File: config.mk
export PLATFORM = sky130hd
export DESIGN_NAME = cal_rtc
export DESIGN_NICKNAME = d
export VERILOG_FILES = /design/src/rtl/cal_rtc_pkg.sv /design/src/rtl/cal_rtc_prescale.sv /design/src/rtl/cal_rtc_seconds.sv /design/src/rtl/cal_rtc_irq.sv /design/src/rtl/cal_rtc.sv
export SDC_FILE = /design/constraint.sdc
export NUM_CORES = 1
export LEC_CHECK = 0
export CORE_ASPECT_RATIO = 0.6
export CORE_UTILIZATION = 52
export CTS_BUF_LIST = sky130_fd_sc_hd__clkbuf_4
export DETAILED_ROUTE_END_ITERATION = 8
export GPL_ROUTABILITY_DRIVEN = 0
export MAX_ROUTING_LAYER = met4
export PLACE_DENSITY = 0.76
export SYNTH_ARGS = -nofsm -noshare
export SYNTH_HDL_FRONTEND = slang
export SYNTH_SLANG_ARGS = --single-unit
File: constraint.sdc
create_clock -name clk -period 4.1 [get_ports clk]
set_clock_uncertainty 0.1 [all_clocks]
set_input_delay 0.615 -clock clk [delete_from_list [all_inputs] [get_ports clk]]
set_output_delay 0.615 -clock clk [all_outputs]
set_load 0.01 [all_outputs]
File: src/rtl/cal_rtc_pkg.sv
// Package: shared offsets and bit positions for the calibrated RTC.
// Assumes byte-offset addressing of 32-bit registers.
package cal_rtc_pkg;
    localparam int unsigned REG_W        = 32;
    localparam int unsigned OFS_SET_WR   = 'h00;
    localparam int unsigned OFS_SET_RD   = 'h04;
    localparam int unsigned OFS_CAL_WR   = 'h08;
    localparam int unsigned OFS_CAL_RD   = 'h0C;
    localparam int unsigned OFS_CUR_SEC  = 'h10;
    localparam int unsigned OFS_CUR_TICK = 'h14;
    localparam int unsigned OFS_ALARM    = 'h18;
    localparam int unsigned OFS_STATUS   = 'h20;
    localparam int unsigned OFS_MASK     = 'h24;
    localparam int unsigned OFS_UNMASK   = 'h28;
    localparam int unsigned OFS_DOMASK   = 'h2C;
    localparam int unsigned OFS_CTRL     = 'h40;
    localparam int unsigned EVT_SEC      = 0;
    localparam int unsigned EVT_ALARM    = 1;
    localparam int unsigned NUM_EVT      = 2;
    localparam int unsigned CTRL_PWR_BIT = 31;
    localparam int unsigned CTRL_OSC_BIT = 24;
endpackage

File: src/rtl/cal_rtc_prescale.sv
// Module: tick prescaler with fractional compensation.
// Counts tick_en pulses from 0 to the calibration integer (plus one
// extra tick in seconds where the fraction accumulator overflows) and
// pulses sec_stb on the wrapping tick. Assumes calib_int==0 means idle.
module cal_rtc_prescale #(
    parameter int unsigned TICK_W = 16,
    parameter int unsigned FRAC_W = 4
) (
    input  logic              clk,
    input  logic              rst_n,
    input  logic              tick_en,
    input  logic [TICK_W-1:0] calib_int,
    input  logic [FRAC_W-1:0] frac,
    input  logic              frac_en,
    output logic [TICK_W:0]   tick_cnt,
    output logic              sec_stb
);
    localparam int unsigned CNT_W = TICK_W + 1;

    logic [FRAC_W-1:0] acc_q;
    logic [FRAC_W:0]   acc_sum;
    logic              carry;
    logic [CNT_W-1:0]  limit;
    logic              running;
    logic              at_end;

    // Purpose: work out this second's length and whether it ends now.
    always_comb begin
        acc_sum = {1'b0, acc_q} + {1'b0, frac};
        carry   = frac_en & acc_sum[FRAC_W];
        limit   = {1'b0, calib_int} + CNT_W'(carry);
        running = |calib_int;
        at_end  = (tick_cnt >= limit);
        sec_stb = running & tick_en & at_end;
    end

    // Purpose: advance or wrap the tick counter, clear it while idle.
    always_ff @(posedge clk) begin
        if (!rst_n || !running) begin
            tick_cnt <= '0;
        end else if (tick_en) begin
            tick_cnt <= at_end ? '0 : tick_cnt + CNT_W'(1);
        end
    end

    // Purpose: accumulate the fraction once per compensated second.
    always_ff @(posedge clk) begin
        if (!rst_n) begin
            acc_q <= '0;
        end else if (sec_stb && frac_en) begin
            acc_q <= acc_sum[FRAC_W-1:0];
        end
    end
endmodule

File: src/rtl/cal_rtc_seconds.sv
// Module: seconds counter with deferred load and alarm compare.
// A loaded value is held pending and replaces the increment at the next
// second strobe. alarm_hit flags the strobe whose new count equals alarm.
module cal_rtc_seconds #(
    parameter int unsigned SEC_W = 32
) (
    input  logic             clk,
    input  logic             rst_n,
    input  logic             sec_stb,
    input  logic             load_we,
    input  logic [SEC_W-1:0] load_val,
    input  logic [SEC_W-1:0] alarm_val,
    output logic [SEC_W-1:0] cur_sec,
    output logic [SEC_W-1:0] set_val,
    output logic             load_pend,
    output logic             alarm_hit
);
    logic [SEC_W-1:0] next_sec;

    // Purpose: choose the value the count takes at the next boundary.
    always_comb begin
        next_sec  = load_pend ? set_val : cur_sec + SEC_W'(1);
        alarm_hit = sec_stb && (next_sec == alarm_val);
    end

    // Purpose: update the running seconds count at each boundary.
    always_ff @(posedge clk) begin
        if (!rst_n) begin
            cur_sec <= '0;
        end else if (sec_stb) begin
            cur_sec <= next_sec;
        end
    end

    // Purpose: capture a new time and track whether it awaits a boundary.
    always_ff @(posedge clk) begin
        if (!rst_n) begin
            set_val   <= '0;
            load_pend <= 1'b0;
        end else begin
            if (load_we) begin
                set_val <= load_val;
            end
            if (load_we) begin
                load_pend <= 1'b1;
            end else if (sec_stb) begin
                load_pend <= 1'b0;
            end
        end
    end
endmodule

File: src/rtl/cal_rtc_irq.sv
// Module: event status with write-one-to-clear and a mask set and
// cleared through separate strobes. A hardware set beats a clear in
// the same cycle. Assumes at most one of unmask/domask per cycle.
module cal_rtc_irq #(
    parameter int unsigned N = 2
) (
    input  logic         clk,
    input  logic         rst_n,
    input  logic [N-1:0] evt_set,
    input  logic [N-1:0] evt_clr,
    input  logic [N-1:0] unmask,
    input  logic [N-1:0] domask,
    output logic [N-1:0] status,
    output logic [N-1:0] mask,
    output logic [N-1:0] irq
);
    // Purpose: per-event status and mask bits.
    for (genvar i = 0; i < N; i++) begin : g_evt
        // Purpose: set on event, clear on write-one, set wins.
        always_ff @(posedge clk) begin
            if (!rst_n) begin
                status[i] <= 1'b0;
            end else if (evt_set[i]) begin
                status[i] <= 1'b1;
            end else if (evt_clr[i]) begin
                status[i] <= 1'b0;
            end
        end

        // Purpose: mask bit, masked out of reset.
        always_ff @(posedge clk) begin
            if (!rst_n) begin
                mask[i] <= 1'b1;
            end else if (domask[i]) begin
                mask[i] <= 1'b1;
            end else if (unmask[i]) begin
                mask[i] <= 1'b0;
            end
        end

        // Purpose: drive the line while pending and unmasked.
        always_comb irq[i] = status[i] & ~mask[i];
    end
endmodule

File: src/rtl/cal_rtc.sv
// Module: calibrated real-time clock core, register front end.
// Decodes byte offsets of a one-cycle write / combinational read bus,
// holds calibration, alarm and control registers, and ties together
// prescaler, seconds counter and event logic. Assumes SEC_W <= 32 and
// TICK_W + FRAC_W + 1 <= 32.
module cal_rtc import cal_rtc_pkg::*; #(
    parameter int unsigned TICK_W = 16,
    parameter int unsigned FRAC_W = 4,
    parameter int unsigned SEC_W  = 32,
    parameter int unsigned ADDR_W = 7
) (
    input  logic              clk,
    input  logic              rst_n,
    input  logic              bus_we,
    input  logic [ADDR_W-1:0] bus_addr,
    input  logic [REG_W-1:0]  bus_wdata,
    output logic [REG_W-1:0]  bus_rdata,
    input  logic              tick_en,
    output logic              irq_sec,
    output logic              irq_alarm
);
    localparam int unsigned CAL_W   = TICK_W + FRAC_W + 1;
    localparam int unsigned FEN_BIT = TICK_W + FRAC_W;

    logic               wr_set, wr_cal, wr_alarm, wr_sts, wr_unm, wr_msk, wr_ctrl;
    logic [CAL_W-1:0]   calib_q;
    logic [SEC_W-1:0]   alarm_q;
    logic               ctrl_pwr, ctrl_osc;
    logic [TICK_W-1:0]  calib_int;
    logic [TICK_W:0]    tick_cnt;
    logic               sec_stb;
    logic [SEC_W-1:0]   cur_sec, set_val;
    logic               load_pend, alarm_hit;
    logic [NUM_EVT-1:0] evt_set, evt_clr, unmask, domask;
    logic [NUM_EVT-1:0] status, mask, irq;

    // Purpose: decode write strobes from the byte offset.
    always_comb begin
        wr_set   = bus_we && (bus_addr == ADDR_W'(OFS_SET_WR));
        wr_cal   = bus_we && (bus_addr == ADDR_W'(OFS_CAL_WR));
        wr_alarm = bus_we && (bus_addr == ADDR_W'(OFS_ALARM));
        wr_sts   = bus_we && (bus_addr == ADDR_W'(OFS_STATUS));
        wr_unm   = bus_we && (bus_addr == ADDR_W'(OFS_UNMASK));
        wr_msk   = bus_we && (bus_addr == ADDR_W'(OFS_DOMASK));
        wr_ctrl  = bus_we && (bus_addr == ADDR_W'(OFS_CTRL));
    end

    // Purpose: calibration, alarm and control storage.
    always_ff @(posedge clk) begin
        if (!rst_n) begin
            calib_q  <= '0;
            alarm_q  <= '0;
            ctrl_pwr <= 1'b0;
            ctrl_osc <= 1'b0;
        end else begin
            if (wr_cal)   calib_q <= bus_wdata[CAL_W-1:0];
            if (wr_alarm) alarm_q <= bus_wdata[SEC_W-1:0];
            if (wr_ctrl) begin
                ctrl_pwr <= bus_wdata[CTRL_PWR_BIT];
                ctrl_osc <= bus_wdata[CTRL_OSC_BIT];
            end
        end
    end

    always_comb calib_int = calib_q[TICK_W-1:0];

    cal_rtc_prescale #(.TICK_W(TICK_W), .FRAC_W(FRAC_W)) u_pre (
        .clk      (clk),
        .rst_n    (rst_n),
        .tick_en  (tick_en),
        .calib_int(calib_int),
        .frac     (calib_q[FEN_BIT-1:TICK_W]),
        .frac_en  (calib_q[FEN_BIT]),
        .tick_cnt (tick_cnt),
        .sec_stb  (sec_stb)
    );

    cal_rtc_seconds #(.SEC_W(SEC_W)) u_sec (
        .clk      (clk),
        .rst_n    (rst_n),
        .sec_stb  (sec_stb),
        .load_we  (wr_set),
        .load_val (bus_wdata[SEC_W-1:0]),
        .alarm_val(alarm_q),
        .cur_sec  (cur_sec),
        .set_val  (set_val),
        .load_pend(load_pend),
        .alarm_hit(alarm_hit)
    );

    // Purpose: route events and bus strobes into the event block.
    always_comb begin
        evt_set            = '0;
        evt_set[EVT_SEC]   = sec_stb;
        evt_set[EVT_ALARM] = alarm_hit;
        evt_clr = wr_sts ? bus_wdata[NUM_EVT-1:0] : '0;
        unmask  = wr_unm ? bus_wdata[NUM_EVT-1:0] : '0;
        domask  = wr_msk ? bus_wdata[NUM_EVT-1:0] : '0;
    end

    cal_rtc_irq #(.N(NUM_EVT)) u_irq (
        .clk    (clk),
        .rst_n  (rst_n),
        .evt_set(evt_set),
        .evt_clr(evt_clr),
        .unmask (unmask),
        .domask (domask),
        .status (status),
        .mask   (mask),
        .irq    (irq)
    );

    always_comb irq_sec   = irq[EVT_SEC];
    always_comb irq_alarm = irq[EVT_ALARM];

    // Purpose: combinational read mux over byte offsets.
    always_comb begin
        bus_rdata = '0;
        case (bus_addr)
            ADDR_W'(OFS_SET_RD):   bus_rdata = REG_W'(set_val);
            ADDR_W'(OFS_CAL_RD):   bus_rdata = REG_W'(calib_q);
            ADDR_W'(OFS_CUR_SEC):  bus_rdata = REG_W'(cur_sec);
            ADDR_W'(OFS_CUR_TICK): bus_rdata = REG_W'(tick_cnt);
            ADDR_W'(OFS_ALARM):    bus_rdata = REG_W'(alarm_q);
            ADDR_W'(OFS_STATUS):   bus_rdata = REG_W'(status);
            ADDR_W'(OFS_MASK):     bus_rdata = REG_W'(mask);
            ADDR_W'(OFS_CTRL): begin
                bus_rdata[CTRL_PWR_BIT] = ctrl_pwr;
                bus_rdata[CTRL_OSC_BIT] = ctrl_osc;
            end
            default:               bus_rdata = '0;
        endcase
    end
endmodule

==> results of run 1 <==
## flip-flops by register name, summed over array words and instances, names as in the netlist
signal	flops
u_pre.acc_q	4
ctrl_pwr	1
calib_q	21
u_sec.set_val	32
u_irq.status	2
ctrl_osc	1
u_sec.cur_sec	32
u_sec.load_pend	1
u_irq.mask	2
alarm_q	32
u_pre.tick_cnt	17
## stage by stage
step	TNS, ns	setup WS (ns)	cell area (um^2)
after floorplan	0	0.00141	9010
after global placement	-6.32	-0.246	10200
after detailed placement	-11.53	-0.376	10200
after CTS	-5.32	-0.265	10700
after global routing	-21.03	-0.614	10800
final	-9.17	-0.412	10800
## power by group
group	internal, mW	switching [mW]
registers	1.43	0.0423
logic	0.123	0.143
clock network	0.256	0.615
## worst register-to-register path, cell delays in order (launching register included)
cell	delay [ns]
dfxtp_2	0.38
ha_4	0.14
inv_2	0.03
fa_2	0.33
nor2b_1	0.12
o21ai_1	0.07
a21oi_1	0.16
ha_2	0.28
nand3_4	0.14
nor2_4	0.14
nand4_1	0.10
xor2_1	0.17
ha_1	0.34
nand2_1	0.07
o211ai_1	0.28
a41oi_2	0.11
o31a_1	0.42
buf_6	0.15
buf_6	0.12
or4_1	0.50
a21oi_1	0.15
o21a_1	0.14
## timing repair
action | 4_1_cts | 5_1_grt
pin swaps | 53 | 22
setup endpoints to repair | 55 | 55
gates cloned | 0 | 0
buffers inserted | 9 | 6
resized for setup | 45 | 25
## placed cells by master (no fill, tap or decap), types with 18 or more instances in the layout
master	count
a22o_1	22
nand3_1	42
o21ai_0	18
xnor2_1	57
clkdlybuf4s50_1	76
a22oi_1	33
a21oi_1	131
buf_4	54
dfxtp_1	143
nand4_1	18
nand2_1	281
xor2_1	40
nor2_1	50
ha_1	23
## path summary, 6_finish.rpt
kind	start	end	slack, ns
max	u_pre.acc_q[0]$_SDFFE_PN0P_	u_sec.cur_sec[11]$_SDFFE_PN0P_	-0.41
min	ctrl_osc$_SDFFE_PN0P_	ctrl_osc$_SDFFE_PN0P_	0.37
max reg2reg	u_pre.acc_q[0]$_SDFFE_PN0P_	u_sec.cur_sec[11]$_SDFFE_PN0P_	-0.41
min reg2reg	ctrl_osc$_SDFFE_PN0P_	ctrl_osc$_SDFFE_PN0P_	0.37
## routing by layer
layer	vias up	routed length, um	track usage
met5	-	0	-
met4	0	752	0.0771
met3	89	5330	0.129
met2	737	12400	0.470
met1	4537	14100	0.564
li1	4473	-	-
## cell type report
cell class | count | area (um^2)
Multi-Input combinational cell | 956 | 5930
Fill cell | 1482 | 5740
Sequential cell | 145 | 2910
Timing Repair Buffer | 145 | 1400
Tap cell | 228 | 285
Clock buffer | 17 | 128
Clock inverter | 15 | 124
Inverter | 19 | 72.6
## cell families (layout without fill, tap and decap cells)
family,count (synthesis),in the layout
xor gates and xnor gates,97,97
and+or+nand+nor,510,510
adders and majority gates,27,27
AOI/OAI and AO/OA,318,318
buffers and inverters,108,196
DFF,145,145
muxes,4,4
==> flow_summary.json, run 1 <==
{
  "status": "complete, but fails checks",
  "failed_checks": "design-rule violations, negative setup slack",
  "die_h_um": 104,
  "dp_hpwl_mm": 23.0,
  "placementRows": 36,
  "wire_per_inst_um": 21.3,
  "yosysMostFrequentCell": "nand2_1",
  "timing.final.max_slew_violations": 0,
  "die-area_um2": 17800,
  "antenna-diode-count": 0,
  "cts_buffer_depth": 2,
  "yosysWarnings": 0,
  "cts_max_level": 4,
  "critPathBufInv": 3,
  "worst_pin_slew_ns": 1.27,
  "synth_flop_cell": "dfxtp_1",
  "grt_pass1_wl_mm": 49.8,
  "drc": 3,
  "async_reset_ff_frac": 0,
  "cp.depth": 21,
  "io_buffers": 76,
  "end_kind": "flop",
  "path_delay_family": "compound AO/OA/AOI/OAI gates",
  "holdPathStages": 2,
  "initial_core_util": 0.543,
  "start_kind": "flop",
  "first_pass_iters": 9,
  "avgSynthCellArea_um2": 7.44,
  "numCtsBuffers": 17,
  "ant_nets": 0,
  "drtIter0Drc": 1670,
  "r2r_cells": 21,
  "seq_area_frac_synth": 0.323,
  "yosysUniqueCellTypes": 63,
  "die_w_um": 172,
  "synth_top_family_by_area": "simple AND/OR/NAND/NOR gates",
  "clkSinkCount": 145,
  "setup_viol": 50,
  "fin_nets": 1354,
  "grt_overflow_total": 0,
  "path_cells": "ha_4 > inv_2 > fa_2 > nor2b_1 > o21ai_1 > a21oi_1 > ha_2 > nand3_4 > nor2_4 > nand4_1 > xor2_1 > ha_1 > nand2_1 > o211ai_1 > a41oi_2 > o31a_1 > buf_6 > buf_6 > or4_1 > a21oi_1 > o21a_1",
  "min_path_type": "reg -> reg",
  "synth.area.mux_share": 0.00445,
  "antenna_found_initial": 0,
  "ys_ff_latch": 145,
  "core_region_area_um2": 16600,
  "maxSlewHeadroom": 0.130,
  "maxCapViolations": 0,
  "power.density_nw_per_um2": 241,
  "cpMaxStageDelayCell": "or4_1",
  "critical_path_class": "reg -> reg",
  "fin_crit_sh": 1.10,
  "clk_latency_ns": 0.56,
  "yosysTopAreaCellShare": 0.323,
  "num_vias": 9836,
  "irDropWorstVdd_mv": 0.183,
  "clk_pin_slew_ns": 0.15,
  "p_leak_nw": 3.68,
  "syn_nets": 1279,
  "fin_crit_ns": 4.51,
  "rsz0062_at_grt": "yes",
  "synth_top_area_cell": "dfxtp_1",
  "required_ns": 4.49,
  "num_io_pins": 77,
  "grt_max_degree": 70,
  "synth_xor_area_frac": 0.0944,
  "synth_common_cells": "nand2_1, dfxtp_1, a21oi_1",
  "cts_tree": "yes",
  "hold_violations": 0,
  "synth_cells": 1209,
  "worstPathMaxFanout": 7,
  "holdWs_ns": 0.367,
  "synthTopCellsByArea": "dfxtp_1, nand2_1, a21oi_1",
  "fin_ws_ns": -0.412,
  "grt_pass1_vias": 8664,
  "routed_wl_mm": 32.5,
  "synth-simple-area-share": 0.261,
  "placed_cells": 1480,
  "synth-edff-count": 0,
  "synthAdderAreaFrac": 0.0384,
  "post-route-util": 0.654,
  "arrival_ns": 4.90,
  "cpPeakStageDelay_ns": 0.50,
  "grt.total_usage": 0.375,
  "drive_above_1_share": 0.118,
  "ctsHoldBuffers": 0,
  "total_power_mw": 2.61,
  "area_growth_syn_to_layout_pct": 20.4,
  "via_per_inst": 6.45,
  "synthesis.area_um2": 9000,
  "max_clock_freq_mhz": 222,
  "synth-compound-area-share": 0.233,
  "cts.root.buffer_cell": "clkbuf_4",
  "fin_cells": 1525
}
(Power assumes the default switching activity.)
==> run 2: changes to the inputs <==
Settings changed: ABC_CLOCK_PERIOD_IN_PS set to 4100.
==> results of run 2 <==
Same layout as run 1: the final DEF is identical, and so are final timing and power.
